<file path="src/rtl/net_tally_pkg.sv">
// Package: shared sizing and tally index assignments for the error tally block.
// Assumes: three tallies, index order fixed as below (the read select decodes it).
package net_tally_pkg;
    localparam int TALLY_W   = 8;
    localparam int TALLY_N   = 3;
    localparam int TALLY_CEIL = 192;
    localparam int SEL_W     = $clog2(TALLY_N + 1);

    typedef enum logic [SEL_W-1:0] {
        SRC_CRC   = 2'd0,
        SRC_ALIGN = 2'd1,
        SRC_MISS  = 2'd2,
        SRC_NONE  = 2'd3
    } tally_src_e;
endpackage

</file>
<file path="src/rtl/tally_evt_qual.sv">
// Module: qualifies raw error pulses before they reach the tallies.
// CRC and alignment pulses need the address-accepted flag; dropped-frame pulses do not.
// Assumes: pulses are already synchronous to clk and last one cycle per frame.
module tally_evt_qual
    import net_tally_pkg::*;
(
    input  logic               crc_evt_i,
    input  logic               align_evt_i,
    input  logic               miss_evt_i,
    input  logic               addr_ok_i,
    output logic [TALLY_N-1:0] evt_o
);
    // Gate the address-dependent events and pass the dropped-frame event.
    always_comb begin
        evt_o           = '0;
        evt_o[SRC_CRC]   = crc_evt_i   & addr_ok_i;
        evt_o[SRC_ALIGN] = align_evt_i & addr_ok_i;
        evt_o[SRC_MISS]  = miss_evt_i;
    end
endmodule

</file>
<file path="src/rtl/tally_counter.sv">
// Module: one saturating tally with a read-clear input and a top-bit flag.
// Assumes: clr_i and evt_i may coincide; the event then starts the new period at 1.
module tally_counter #(
    parameter int W    = 8,
    parameter int CEIL = 192
) (
    input  logic         clk,
    input  logic         rst_n,
    input  logic         evt_i,
    input  logic         clr_i,
    output logic [W-1:0] cnt_o,
    output logic         msb_o
);
    localparam logic [W-1:0] CEIL_V = W'(CEIL);
    localparam logic [W-1:0] ONE_V  = W'(1);

    logic [W-1:0] cnt_q;
    logic         at_ceil;

    assign at_ceil = (cnt_q >= CEIL_V);

    // Advance, hold at the ceiling, or restart on a clear.
    always_ff @(posedge clk) begin
        if (!rst_n)
            cnt_q <= '0;
        else if (clr_i)
            cnt_q <= evt_i ? ONE_V : '0;
        else if (evt_i && !at_ceil)
            cnt_q <= cnt_q + ONE_V;
    end

    assign cnt_o = cnt_q;
    assign msb_o = cnt_q[W-1];

    // never beyond the ceiling
    p_ceiling_r6: assert property (@(posedge clk) disable iff (!rst_n)
        cnt_q <= CEIL_V);

    // a saturated tally holds without a clear
    p_hold_r6: assert property (@(posedge clk) disable iff (!rst_n)
        (cnt_q == CEIL_V && !clr_i) |=> cnt_q == CEIL_V);

    // one step per accepted event below the ceiling
    p_step_r2: assert property (@(posedge clk) disable iff (!rst_n)
        (evt_i && !clr_i && cnt_q < CEIL_V) |=> cnt_q == $past(cnt_q) + ONE_V);

    // a clear without an event leaves zero
    p_clear_r9: assert property (@(posedge clk) disable iff (!rst_n)
        (clr_i && !evt_i) |=> cnt_q == '0);

    // a clear with an event leaves one
    p_clear_evt_r10: assert property (@(posedge clk) disable iff (!rst_n)
        (clr_i && evt_i) |=> cnt_q == ONE_V);
endmodule

</file>
<file path="src/rtl/tally_rd_port.sv">
// Module: host read-and-clear port; decodes the select, registers the read value.
// Assumes: select codes at or above N are no-ops that return zero.
module tally_rd_port #(
    parameter int W     = 8,
    parameter int N     = 3,
    parameter int SEL_W = 2
) (
    input  logic                clk,
    input  logic                rst_n,
    input  logic                rd_en_i,
    input  logic [SEL_W-1:0]    rd_sel_i,
    input  logic [N-1:0][W-1:0] cnt_i,
    output logic [N-1:0]        clr_o,
    output logic [W-1:0]        rd_data_o
);
    logic [W-1:0] sel_val;
    logic [W-1:0] rd_q;

    // One clear strobe per tally, raised only for the selected index.
    for (genvar g = 0; g < N; g++) begin : g_clr
        assign clr_o[g] = rd_en_i && (rd_sel_i == SEL_W'(g));
    end

    // Pick the selected tally value, zero for an out-of-range code.
    always_comb begin
        sel_val = '0;
        for (int i = 0; i < N; i++)
            if (rd_sel_i == SEL_W'(i))
                sel_val = cnt_i[i];
    end

    // Capture the value on a read strobe; hold otherwise.
    always_ff @(posedge clk) begin
        if (!rst_n)
            rd_q <= '0;
        else if (rd_en_i)
            rd_q <= sel_val;
    end

    assign rd_data_o = rd_q;

    // an out-of-range read returns zero
    p_bad_sel_r11: assert property (@(posedge clk) disable iff (!rst_n)
        (rd_en_i && rd_sel_i >= SEL_W'(N)) |=> rd_q == '0);

    // no read, no change of the read register
    p_rd_hold_r9: assert property (@(posedge clk) disable iff (!rst_n)
        !rd_en_i |=> $stable(rd_q));

    // out-of-range codes raise no clear
    p_no_clr_r11: assert property (@(posedge clk) disable iff (!rst_n)
        (rd_sel_i >= SEL_W'(N)) |-> clr_o == '0);
endmodule

</file>
<file path="src/rtl/tally_irq_merge.sv">
// Module: combines per-tally top-bit flags with the enable mask into one line.
// Assumes: the mask is static or changes only between service routines.
module tally_irq_merge #(
    parameter int N = 3
) (
    input  logic [N-1:0] pend_i,
    input  logic [N-1:0] mask_i,
    output logic         irq_o
);
    // Raise the line when any enabled flag is pending.
    always_comb begin
        irq_o = 1'b0;
        for (int i = 0; i < N; i++)
            irq_o = irq_o | (pend_i[i] & mask_i[i]);
    end
endmodule

</file>
<file path="src/rtl/net_err_tally.sv">
// Module: top of the error tally block; three saturating tallies, read-clear port,
// maskable interrupt. Assumes: event pulses and host strobes share clk.
module net_err_tally
    import net_tally_pkg::*;
(
    input  logic               clk,
    input  logic               rst_n,
    input  logic               crc_err_evt,
    input  logic               align_err_evt,
    input  logic               miss_evt,
    input  logic               frame_addr_ok,
    input  logic               rd_en,
    input  logic [SEL_W-1:0]   rd_sel,
    output logic [TALLY_W-1:0] rd_data,
    input  logic [TALLY_N-1:0] irq_mask,
    output logic [TALLY_N-1:0] irq_pend,
    output logic               irq
);
    logic [TALLY_N-1:0]              evt_w;
    logic [TALLY_N-1:0]              clr_w;
    logic [TALLY_N-1:0][TALLY_W-1:0] cnt_w;

    tally_evt_qual i_qual (
        .crc_evt_i   (crc_err_evt),
        .align_evt_i (align_err_evt),
        .miss_evt_i  (miss_evt),
        .addr_ok_i   (frame_addr_ok),
        .evt_o       (evt_w)
    );

    for (genvar g = 0; g < TALLY_N; g++) begin : g_tally
        tally_counter #(.W(TALLY_W), .CEIL(TALLY_CEIL)) i_cnt (
            .clk   (clk),
            .rst_n (rst_n),
            .evt_i (evt_w[g]),
            .clr_i (clr_w[g]),
            .cnt_o (cnt_w[g]),
            .msb_o (irq_pend[g])
        );
    end

    tally_rd_port #(.W(TALLY_W), .N(TALLY_N), .SEL_W(SEL_W)) i_rd (
        .clk       (clk),
        .rst_n     (rst_n),
        .rd_en_i   (rd_en),
        .rd_sel_i  (rd_sel),
        .cnt_i     (cnt_w),
        .clr_o     (clr_w),
        .rd_data_o (rd_data)
    );

    tally_irq_merge #(.N(TALLY_N)) i_irq (
        .pend_i (irq_pend),
        .mask_i (irq_mask),
        .irq_o  (irq)
    );

    // unqualified CRC pulses leave the CRC tally alone
    p_crc_filter_r4: assert property (@(posedge clk) disable iff (!rst_n)
        (!frame_addr_ok && !(rd_en && rd_sel == SRC_CRC)) |=> $stable(cnt_w[SRC_CRC]));

    // unqualified alignment pulses leave the alignment tally alone
    p_align_filter_r4: assert property (@(posedge clk) disable iff (!rst_n)
        (!frame_addr_ok && !(rd_en && rd_sel == SRC_ALIGN)) |=> $stable(cnt_w[SRC_ALIGN]));

    // a dropped-frame pulse below the ceiling always counts
    p_miss_counts_r5: assert property (@(posedge clk) disable iff (!rst_n)
        (miss_evt && !(rd_en && rd_sel == SRC_MISS) && cnt_w[SRC_MISS] < TALLY_W'(TALLY_CEIL))
        |=> cnt_w[SRC_MISS] == $past(cnt_w[SRC_MISS]) + TALLY_W'(1));

    // no enabled pending flag, no interrupt
    p_irq_masked_r8: assert property (@(posedge clk) disable iff (!rst_n)
        ((irq_pend & irq_mask) == '0) |-> !irq);

    // state is cleared the cycle after reset
    p_reset_r1: assert property (@(posedge clk)
        !rst_n |=> (rd_data == '0 && irq_pend == '0));
endmodule

</file>
<file path="config.mk">
export PLATFORM = sky130hd
export DESIGN_NAME = net_err_tally
export DESIGN_NICKNAME = d
export VERILOG_FILES = /design/src/rtl/net_tally_pkg.sv /design/src/rtl/tally_evt_qual.sv /design/src/rtl/tally_counter.sv /design/src/rtl/tally_rd_port.sv /design/src/rtl/tally_irq_merge.sv /design/src/rtl/net_err_tally.sv
export SDC_FILE = /design/constraint.sdc
export NUM_CORES = 1
export LEC_CHECK = 0
export BUFFER_PORTS_ARGS = -buffer_cell sky130_fd_sc_hd__clkbuf_2
export CORE_UTILIZATION = 61
export CTS_BUF_LIST = sky130_fd_sc_hd__clkbuf_8 sky130_fd_sc_hd__clkbuf_16
export CTS_CLUSTER_SIZE = 14
export DETAILED_ROUTE_END_ITERATION = 8
export GPL_TIMING_DRIVEN = 0
export HOLD_SLACK_MARGIN = 0.06
export PLACE_DENSITY = 0.82
export REMOVE_ABC_BUFFERS = 1
export SETUP_SLACK_MARGIN = 0.5
export SLEW_MARGIN = 15
export SYNTH_ARGS = -nofsm -noshare
export SYNTH_HDL_FRONTEND = slang
export SYNTH_SLANG_ARGS = --single-unit
</file>
<file path="constraint.sdc">
create_clock -name clk -period 2.82 [get_ports clk]
set_clock_uncertainty 0.15 [all_clocks]
set_input_delay 0.564 -clock clk [delete_from_list [all_inputs] [get_ports clk]]
set_output_delay 0.564 -clock clk [all_outputs]
set_load 0.02 [all_outputs]
</file>
# After elaboration in Yosys (flattened, before gate mapping)
# Index checks and enable logic that the tools add are counted.
dict set report word_totals {
  ram_bits 0
  wordCells 44
  regBits 32
  latch_bits 0
  out_inout_bits 12
  inputBits 12
  mem_count 0
  rom_bits 0
}
dict set report op_classes {
  muxes 12
  addsub 3
  bitwise_logic 7
  n_reduce_logical 13
  n_mul 0
  eq_ne 2
  div 0
  n_lt_le_gt_ge 3
  shift 0
}
# operator count
set ops {}
lappend ops {{$mux 8} 9}
lappend ops {{$add 8x1->8 const B} 3}
lappend ops {{$ge 8x8->1 const B} 3}
lappend ops {{$logic_and 1x1->1} 6}
lappend ops {{$reduce_bool 2->1} 3}
lappend ops {{$and 1x1->1} 5}
lappend ops {{$logic_not 1->1} 3}
lappend ops {{$mux 1} 3}
lappend ops {{$eq 2x1->1 const B} 1}
lappend ops {{$eq 2x2->1 const B} 1}
lappend ops {{$logic_not 2->1} 1}
lappend ops {{$or 1x1->1} 2}

# Depth between registers and ports, before layout
# Gate-level depths: netlist of run 1.
dict set report depth {
  ltp_word 5
  mapped_depth 5
  ltp_nobuf 4
}

# By module
# Synthesis of run 1 repeated with hierarchy kept, for this count alone.
dict set report unflattened {
  hier_cells 200
  area_unflattened_um2 1700.4
}
# module area_per_inst_um2 seq_area_each_um2 cells_per_inst instances
set by_module_without_submodules {}
lappend by_module_without_submodules {tally_counter 395.4 160.2 46 3}
lappend by_module_without_submodules {tally_rd_port 480.5 160.2 57 1}
lappend by_module_without_submodules {tally_evt_qual 20.0 0.0 3 1}
lappend by_module_without_submodules {tally_irq_merge 13.8 0.0 2 1}

# Least setup slack after synthesis of run 1
# No wires, ideal clock.
dict set report synth_timing {
  path_kind {input to register}
  start {input port rd_en}
  end {register g_tally[0].i_cnt.cnt_q[0]}
  arrival_ps 1573
  n_path_buf 2
  t_required_ps 2550
  cell_stages 5
  slack_ps 977
  setup_ps 120
  path_cell_list {buf_2 -> or3b_1 -> buf_6 -> o211a_1 -> o31a_1}
}
dict set report synth_between {
  elab_chain_cells 2
  elab_cells_between_ends 3
  classes_between {mux (1); reduce/logical (2)}
}
# element line_no
set synth_lines {}
lappend synth_lines {{start: declaration} net_err_tally.sv:12} ;# input logic rd_en,
lappend synth_lines {{$logic_and 1x1->1 (*)} tally_rd_port.sv:21} ;# assign clr_o[g] = rd_en_i && (rd_sel_i == SEL_W'(g));
lappend synth_lines {{$mux 8 / $reduce_bool 2->1 (equally long branches)} -}
lappend synth_lines {{end signal: assignment} tally_counter.sv:27} ;# cnt_q <= evt_i ? ONE_V : '0;
lappend synth_lines {{end signal: assignment} tally_counter.sv:29} ;# cnt_q <= cnt_q + ONE_V;
lappend synth_lines {{end: declaration} tally_counter.sv:17} ;# logic [W-1:0] cnt_q;
# Every way passes the cells marked *; elsewhere a longest branch is shown, timed or not.
# A chain may end at the register's enable or synchronous reset.

# Final worst setup path of run 1
dict set report layout_timing {
  start {register g_tally[0].i_cnt.cnt_q[7]}
  end {output port irq}
}
dict set report layout_between {
  elab_chain_cells 3
}
# element line_no
set layout_lines {}
lappend layout_lines {{$and 1x1->1} tally_irq_merge.sv:14} ;# irq_o = irq_o | (pend_i[i] & mask_i[i]);
lappend layout_lines {{$or 1x1->1 (2 in series)} tally_irq_merge.sv:14}
lappend layout_lines {{end: declaration} net_err_tally.sv:17} ;# output logic irq
# Every way passes these cells.

==> metrics.yaml, run 1 <==
critical_path:
  capture_point_of_the_critical_path: "irq"
  critical_path_s_slowest_cell: "dfxtp_1"
  critical_path_arrival_ns: 1.24
  startpoint: "g_tally[0].i_cnt.cnt_o[7]"
  timing.rr.start: "g_tally[1].i_cnt.cnt_o[0]"
  cp_cell_sequence: "a222oi_1, inv_1, clkbuf_2"
  cp_top_family: "flip-flops"
  timing.rr.end: "g_tally[1].i_cnt.cnt_o[2]"
  crit_fanout: 8
  endpoint_class_of_the_critical_path: "output port"
  critical_path_buf_inv_count: 2
  max_stage_delay_ns: 0.39
  crit_path_start_kind: "flop"
  worst_setup_path_class: "flop to output port"
  number_of_cell_instances_on_the_worst_register_to_register_path: 4
  ff2ff_setup_slack_ns: 1.21
  critical_path_depth: 3
  worst-endpoint-required_ns: 2.11
worst_hold_path:
  hold_path_class: "flop to flop"
cells_and_area:
  layout.core_utilization: 0.704
  antenna-diode-count: 0
  area_overhead_of_the_layout_relative_to_synthesis_pct: 8.90
  final_layout_size_suffix_gt1_frac: 0.160
  design.final.nets: 239
  final-instance-count-excl-fill: 256
synthesis:
  avgSynthCellArea_um2: 8.53
  postSynth.asyncResetShare: 0
  synth_commonest_cells: "dfxtp_1, a21oi_1, nand3_1"
  synth_cell_type_count: 37
  synthDominantAreaCellType: "dfxtp_1"
  yosysWarnings: 0
  top_ff_cell_synth: "dfxtp_1"
  synth_edf_count: 0
  synth_area_leaders: "dfxtp_1, mux2i_1, nand3b_1, a21oi_1, nand3_1"
  synth.top_cell.area_share: 0.356
  synth_most_common_cell: "dfxtp_1"
  synth_area_um2: 1800
  synth.yosys.seq_area_share: 0.356
  ys_ff_latch: 32
  syn_inst: 211
pwr:
  cellLeakagePower_nw: 0.716
  power.sequential.fraction: 0.511
  power_density_nw_per_um2: 472
  max_vdd_drop_mv: 0.400
  cell_internal_pwr_mw: 0.691
  power.net_switching_mw: 0.234
  pwr-share-comb: 0.094
  power.share.clock: 0.395
  p_total_mw: 0.925
  swShare: 0.253
detailed_routing:
  remaining_drc_errors: 0
  route.detailed.vias_per_inst: 6.38
  dr.first_iter.drc_count: 65
  wl_um: 3860
  detail-route-antenna-nets: 0
  wl_per_cell_um: 15.1
  detailedRoute.firstPassIterationCount: 4
  vias: 1632
clock_tree:
  clk-insertion-delay-late_ns: 0.29
  cts_max_path_buffers: 2
  numCtsBuffers: 5
  clock_tree.htree_level_count: 2
  tritoncts: "done"
  clock_pin_slew_reported_for_the_worst_setup_and_hold_paths_after_clock_tree_synthesis_ns: 0.06
  postCtsResizedCells: 0
  cts.root.buffer_cell: "clkbuf_8"
  clock_sink_count: 32
timing:
  worst_pin_slew_ns: 0.596
  finalCriticalPeriod_ns: 1.95
  final.setup.tns_ns: 0
  final_max_slew_viol_count: 0
  fin_crit_sh: 0.691
  unrepaired_setup_endpoints_after_global_routing: "no"
  max_clock_freq_ghz: 0.513
  timing_hold_violations_final: 0
  finalSetupViolCount: 0
  whs_ns: 0.334
  slew_headroom: 0.602
placed_design:
  dp_hpwl_um: 2680
  placed_cells: 245
  finalWeightedCongestion: 0.788
  io_buffers: 23
floorplanning:
  ios: 24
  placeableCoreArea_um2: 2780
  die_x_um: 56.3
  dieArea_um2: 3170
  floorplan.rows: 19
  y_dimension_of_the_die_um: 56.3
  initial_utilization: 0.647
global_routing:
  globalRoute.totalOverflow: 0
  antenna_violations_before_repair: 0
  global_route_wire_length_before_repair_um: 6350
  grt_max_degree: 34
  vias_in_the_first_global_route: 1476
  grt_util_all_layers: 0.258
outcome:
  status: "finished clean"
flow_run:
  cap_viol_max_count: 0
[area by class of cell]
type                    instances  area, um^2
multi-input cells             150        1020
fillers                       223         822
flip-flops and latches         32         641
repair buffers                 26         138
clock buffers                   6        82.6
well taps                      31        38.8
inverters                       9        33.8
clock inverters                 2        10.0
[cells by family after synthesis]
family / share of synthesized area
AND/OR/NAND/NOR: 0.241
AO/OA/AOI/OAI: 0.208
flip-flops: 0.356
buffers and inverters: 0.0793
multiplexers: 0.0946
adder cells (fa/ha/maj): 0.0209
[cell usage in the layout (no fill, tap or decap), types with 7 or more instances in the layout]
cell / instances
nand2_1: 11
a21oi_1: 18
clkbuf_2: 23
nand3_1: 18
mux2i_1: 17
o21a_1: 9
o21ai_0: 10
inv_1: 9
or4_1: 7
nand3b_1: 16
dfxtp_1: 32
[power by group through the flow]
stage	clock [mW]	sequential, mW	combinational, mW
after floorplan	0	0.486	0.0414
after global routing	0.385	0.474	0.0958
final	0.365	0.472	0.0874
after CTS	0.367	0.472	0.0843
after detailed placement	0	0.482	0.0836
after global placement	0	0.482	0.0798
[sequential cells by signal (all words and copies together), names as in the netlist]
name / cells
g_tally.i_cnt.cnt_o: 24
i_rd.rd_data_o: 8
[worst min-delay path by stage]
| stage | from | cells after the start | end |
|---|---|---|---|
| final | g_tally[2].i_cnt.cnt_o[3] | 2 | g_tally[2].i_cnt.cnt_o[3] |
| after global routing | g_tally[2].i_cnt.cnt_o[3] | 2 | g_tally[2].i_cnt.cnt_o[3] |
| after CTS | g_tally[2].i_cnt.cnt_o[3] | 2 | g_tally[2].i_cnt.cnt_o[3] |
| after detailed placement | g_tally[2].i_cnt.cnt_o[3] | 2 | g_tally[2].i_cnt.cnt_o[3] |
| after global placement | g_tally[2].i_cnt.cnt_o[3] | 2 | g_tally[2].i_cnt.cnt_o[3] |
| after floorplan | g_tally[2].i_cnt.cnt_o[3] | 2 | g_tally[2].i_cnt.cnt_o[3] |
[routing by layer]
metal,track usage,routed length (um)
met2,0.422,1910
met1,0.320,1730
met5,0,0
met3,0.0507,156
met4,0.139,63
[metrics by stage]
stage	cell area, um^2	setup slack [ns]
2_1_floorplan	1690	1.04
3_3_place_gp	1840	0.538
3_5_place_dp	1840	0.446
4_1_cts	1940	0.709
5_1_grt	1960	0.785
6_report	1960	0.870
[worst min-delay path, cell delays in order (launching register included)]
cell and delay (ns):
dfxtp_1 0.32, nand3_1 0.06, mux2i_1 0.06
[timing repair]
action	in CTS	in global routing
buffers inserted	0	3
endpoints found under the setup margin	0	1
hold buffers	0	0
Note: power is estimated with default switching activity, not from simulation.
==> run 2: changes to the inputs <==
--- a/config.mk
+++ b/config.mk
@@ -6,13 +6,13 @@
 export NUM_CORES = 1
 export LEC_CHECK = 0
 export BUFFER_PORTS_ARGS = -buffer_cell sky130_fd_sc_hd__clkbuf_2
-export CORE_UTILIZATION = 61
+export CORE_UTILIZATION = 57
 export CTS_BUF_LIST = sky130_fd_sc_hd__clkbuf_8 sky130_fd_sc_hd__clkbuf_16
 export CTS_CLUSTER_SIZE = 14
 export DETAILED_ROUTE_END_ITERATION = 8
 export GPL_TIMING_DRIVEN = 0
 export HOLD_SLACK_MARGIN = 0.06
-export PLACE_DENSITY = 0.82
+export PLACE_DENSITY = 0.77
 export REMOVE_ABC_BUFFERS = 1
 export SETUP_SLACK_MARGIN = 0.5
 export SLEW_MARGIN = 15
==> constraint.sdc (replaced) <==
create_clock -name clk -period 1.8 [get_ports clk]
set_clock_uncertainty 0.15 [all_clocks]
set_input_delay 0.36 -clock clk [delete_from_list [all_inputs] [get_ports clk]]
set_output_delay 0.36 -clock clk [all_outputs]
set_load 0.02 [all_outputs]
==> metrics.yaml, run 2 (same netlist as run 1, synthesis figures left out) <==
critical_path:
  timing.rr.start: "g_tally[1].i_cnt.cnt_o[7]"
  worst_setup_path_class: "flop to output port"
  ff2ff_setup_slack_ns: 0.21
  critical_path_s_slowest_cell: "dfxtp_4"
  endpoint_class_of_the_critical_path: "output port"
  max_stage_delay_ns: 0.35
  cp_top_family: "flip-flops"
  crit_fanout: 2
  crit_path_start_kind: "flop"
  startpoint: "g_tally[0].i_cnt.cnt_o[7]"
  cp_cell_sequence: "a222oi_1, inv_1, buf_2"
  worst-endpoint-required_ns: 1.29
  critical_path_arrival_ns: 1.15
  critical_path_buf_inv_count: 2
placed_design:
  placed_cells: 258
  finalWeightedCongestion: 0.821
  area_after_detailed_placement_um2: 1860
  io_buffers: 23
  dp_hpwl_um: 2600
clock_tree:
  clk-insertion-delay-late_ns: 0.29
  clock_pin_slew_reported_for_the_worst_setup_and_hold_paths_after_clock_tree_synthesis_ns: 0.07
  cts.root.buffer_cell: "clkbuf_8"
  holdBufCountCts: 0
  numCtsBuffers: 5
  cts_max_path_buffers: 2
  clock_sink_count: 32
  clock_tree.htree_level_count: 2
  tritoncts: "done"
flow_run:
  cap_viol_max_count: 0
worst_hold_path:
  worstHoldStart: "rd_en"
  hold_path_class: "primary input to flop"
detailed_routing:
  detail-route-antenna-nets: 0
  route.detailed.vias_per_inst: 6.17
  topRoutingLayerUsed: "met4"
  vias: 1881
  remaining_drc_errors: 0
  detailedRoute.firstPassIterationCount: 4
  wl_met3_um: 326
  wl_per_cell_um: 17.7
  dr.first_iter.drc_count: 142
  met1_length_um: 2280
  met2WireLength_um: 2690
  wl_um: 5410
floorplanning:
  initial_utilization: 0.594
  die_x_um: 58.2
  ios: 24
  y_dimension_of_the_die_um: 58.2
  dieArea_um2: 3390
  floorplan.rows: 20
  placeableCoreArea_um2: 3030
global_routing:
  grt_max_degree: 34
  globalRoute.totalOverflow: 0
  grt_util_all_layers: 0.315
  vias_in_the_first_global_route: 1626
  antenna_violations_before_repair: 0
  global_route_wire_length_before_repair_um: 7930
timing:
  fin_crit_sh: 0.920
  slew_headroom: 0.637
  worst_pin_slew_ns: 0.545
  finalSetupViolCount: 0
  final_max_slew_viol_count: 0
  unrepaired_setup_endpoints_after_global_routing: "yes"
  final.setup.tns_ns: 0
  max_clock_freq_ghz: 0.604
  timing_hold_violations_final: 0
  finalCriticalPeriod_ns: 1.66
cells_and_area:
  final_area_um2: 2670
  antenna-diode-count: 0
  final_layout_size_suffix_gt1_frac: 0.487
  fillers: 146
  mostFrequentLayoutCell: "buf_4"
  area_overhead_of_the_layout_relative_to_synthesis_pct: 48.3
  register_area_um2: 697
  multi_input_comb_area_um2: 1240
  final-instance-count-excl-fill: 305
  design.final.nets: 275
  layout.core_utilization: 0.881
  final_cell_mix: "buf_4, mux2i_1, nand3b_1"
  largest_register_ff_count: 24
pwr:
  power.sequential.fraction: 0.481
  pwr-share-comb: 0.144
  max_vdd_drop_mv: 0.517
  swShare: 0.262
  power_density_nw_per_um2: 566
  cellLeakagePower_nw: 0.978
  power.share.clock: 0.375
  cell_internal_pwr_mw: 1.11
  power.net_switching_mw: 0.396
outcome:
  status: "finished clean"
## run 2: changes by cell type in the layout (fill, tap and decap cells not counted), moves of 5 or more
| cell | previous run | this run |
|---|---|---|
| dfxtp_1 | 32 | 7 |
| dfxtp_4 | 0 | 10 |
| a21oi_1 | 18 | 13 |
| buf_4 | 3 | 31 |
| dfxtp_2 | 0 | 15 |
| clkbuf_2 | 23 | 7 |
| buf_6 | 0 | 12 |
| clkbuf_8 | 6 | 12 |
## run 2: power groups by stage
stage / registers (mW) / logic, mW / clock network, mW
CTS: 0.727 / 0.195 / 0.567
finish: 0.727 / 0.217 / 0.566
floorplan: 0.762 / 0.0649 / 0
global route: 0.728 / 0.233 / 0.609
global placement: 0.754 / 0.127 / 0
detailed placement: 0.755 / 0.132 / 0
## run 2: per-layer routing
metal | up-vias | track usage
met2 | 76 | 0.502
met1 | 911 | 0.412
met5 | - | 0
li1 | 879 | -
met3 | 15 | 0.0826
met4 | 0 | 0.112
## run 2: per-stage QoR
| step | power (mW) | hold WS (ns) | worst slack (ns) |
|---|---|---|---|
| after floorplan | 0.826 | 0.299 | 0.228 |
| after global placement | 0.881 | 0.325 | -0.337 |
| after detailed placement | 0.888 | 0.338 | -0.441 |
| after CTS | 1.49 | 0.200 | 0.137 |
| after global routing | 1.57 | 0.206 | 0.0965 |
| final | 1.51 | 0.208 | 0.143 |
## run 2: layout make-up
class                           count  share of cell area
Inverter                            9              0.0127
Multi-Input combinational cell    150               0.464
Tap cell                           44              0.0206
Clock buffer                        6              0.0309
Sequential cell                    32               0.261
Timing Repair Buffer               62               0.208
Clock inverter                      2             0.00281
## run 2: timing repair
action,CTS,global route
endpoints found under the setup margin,34,32
cloned,0,0
buffers inserted,33,6
pin swaps,21,16
resized for setup,92,35
## run 2: path summary, 6_finish.rpt
kind | cells past startpoint | endpoint
hold reg to reg | 2 | g_tally[0].i_cnt.cnt_o[5]
setup reg to reg | 5 | g_tally[1].i_cnt.cnt_o[3]
setup / recovery | 3 | irq
hold / removal | 2 | i_rd.rd_data_o[4]
==> run 3: changes to the inputs <==
--- a/config.mk
+++ b/config.mk
@@ -12,7 +12,7 @@
 export DETAILED_ROUTE_END_ITERATION = 8
 export GPL_TIMING_DRIVEN = 0
 export HOLD_SLACK_MARGIN = 0.06
-export PLACE_DENSITY = 0.77
+export PLACE_DENSITY_LB_ADDON = 0.05
 export REMOVE_ABC_BUFFERS = 1
 export SETUP_SLACK_MARGIN = 0.5
 export SLEW_MARGIN = 15
==> metrics.yaml, run 3 (same netlist as run 1, synthesis figures left out) <==
outcome:
  status: "finished clean"
timing:
  final_max_slew_viol_count: 0
  fin_crit_sh: 0.984
  finalSetupViolCount: 0
  max_clock_freq_ghz: 0.565
  slew_headroom: 0.718
  whs_ns: 0.214
  unrepaired_setup_endpoints_after_global_routing: "yes"
  timing_hold_violations_final: 0
  post-route-worst-setup-slack_ns: 0.0287
  finalCriticalPeriod_ns: 1.77
  worst_pin_slew_ns: 0.422
flow_run:
  cap_viol_max_count: 0
clock_tree:
  clock_pin_slew_reported_for_the_worst_setup_and_hold_paths_after_clock_tree_synthesis_ns: 0.07
  cts.root.buffer_cell: "clkbuf_8"
  clk-insertion-delay-late_ns: 0.29
  clock_sink_count: 32
  tritoncts: "done"
  cts_max_path_buffers: 2
  numCtsBuffers: 5
  clock_tree.htree_level_count: 2
detailed_routing:
  wl_um: 6570
  dr.first_iter.drc_count: 270
  route.detailed.vias_per_inst: 6.64
  detailedRoute.firstPassIterationCount: 5
  remaining_drc_errors: 0
  wl_per_cell_um: 21.8
  detail-route-antenna-nets: 0
  vias: 1998
critical_path:
  critical_path_s_slowest_cell: "dfxtp_4"
  max_stage_delay_ns: 0.36
  crit_fanout: 2
  worst-endpoint-required_ns: 1.29
  crit_path_start_kind: "flop"
  worst_setup_path_class: "flop to output port"
  cp_cell_sequence: "a222oi_1, inv_1, clkbuf_8"
  endpoint_class_of_the_critical_path: "output port"
  critical_path_arrival_ns: 1.26
floorplanning:
  dieArea_um2: 3390
  initial_utilization: 0.594
  floorplan.rows: 20
  ios: 24
  die_x_um: 58.2
  y_dimension_of_the_die_um: 58.2
  placeableCoreArea_um2: 3030
global_routing:
  vias_in_the_first_global_route: 1663
  antenna_violations_before_repair: 0
  globalRoute.totalOverflow: 0
  global_route_wire_length_before_repair_um: 8110
  grt_max_degree: 34
  grt_util_all_layers: 0.316
cells_and_area:
  final_layout_size_suffix_gt1_frac: 0.533
  antenna-diode-count: 0
  final_cell_mix: "buf_4, nand3b_1, mux2i_1"
  design.final.nets: 272
  final-instance-count-excl-fill: 301
  largest_register_ff_count: 24
  fillers: 103
  mostFrequentLayoutCell: "buf_4"
  area_overhead_of_the_layout_relative_to_synthesis_pct: 53.6
pwr:
  power_density_nw_per_um2: 564
  max_vdd_drop_mv: 0.502
  cellLeakagePower_nw: 0.977
worst_hold_path:
  hold_path_class: "primary input to flop"
placed_design:
  finalWeightedCongestion: 0.811
  placed_cells: 258
  dp_hpwl_um: 2610
  post-place-ws_ns: -0.368
  io_buffers: 23
-- run 3: metrics by stage --
step                      utilization  cell area (um^2)  total power, mW  setup TNS [ns]
after floorplan                     -              1690            0.826               0
after global placement          0.614              1860            0.882           -1.61
after detailed placement        0.614              1860            0.887           -1.92
after CTS                       0.802              2430             1.50               0
after global routing            0.913              2760             1.60          -0.132
final                           0.913              2760             1.56               0
-- run 3: critical path, delay by kind of cell (launching register included) --
kind                   cells  cell delay [ns]
flip-flops                 1             0.36
buffers and inverters      2             0.28
AO/OA/AOI/OAI              1             0.33
-- run 3: report_power, final --
| group | internal, mW | total, mW | switching [mW] |
|---|---|---|---|
| Combinational | 0.0928 | 0.223 | 0.130 |
| Clock | 0.340 | 0.615 | 0.274 |
| Sequential | 0.708 | 0.722 | 0.0133 |
-- run 3: final cells by class --
class / count / area, um^2 / area share
Tap cell: 44 / 55.1 / 0.0199
Multi-Input combinational cell: 151 / 1370 / 0.494
Timing Repair Buffer: 58 / 513 / 0.186
Sequential cell: 32 / 701 / 0.254
Clock buffer: 7 / 96.3 / 0.0349
Inverter: 9 / 33.8 / 0.0122
-- run 3: path summary, 6_finish.rpt --
path	cells past startpoint	slack, ns	from	to
hold / removal	2	0.21	rd_en	i_rd.rd_data_o[6]
setup / recovery	3	0.03	g_tally[1].i_cnt.cnt_o[7]	irq
hold reg to reg	2	0.37	g_tally[0].i_cnt.cnt_o[6]	g_tally[0].i_cnt.cnt_o[6]
setup reg to reg	4	0.11	g_tally[0].i_cnt.cnt_o[7]	g_tally[0].i_cnt.cnt_o[7]
-- run 3: what timing repair did --
action                                  4_1_cts  5_1_grt
setup buffers                                23       11
hold buffers                                  0        0
pin swaps                                    16       24
endpoints found under the setup margin       30       35
gates resized for setup                      80       71
gates cloned                                  1        1
hold endpoints to repair                      0        0
-- run 3: metal layers --
layer / up-vias / routed length, um / track usage
met5: - / 0 / 0
met4: 0 / 321 / 0.109
met3: 37 / 503 / 0.0692
met2: 123 / 3200 / 0.532
met1: 967 / 2550 / 0.400
li1: 871 / - / -
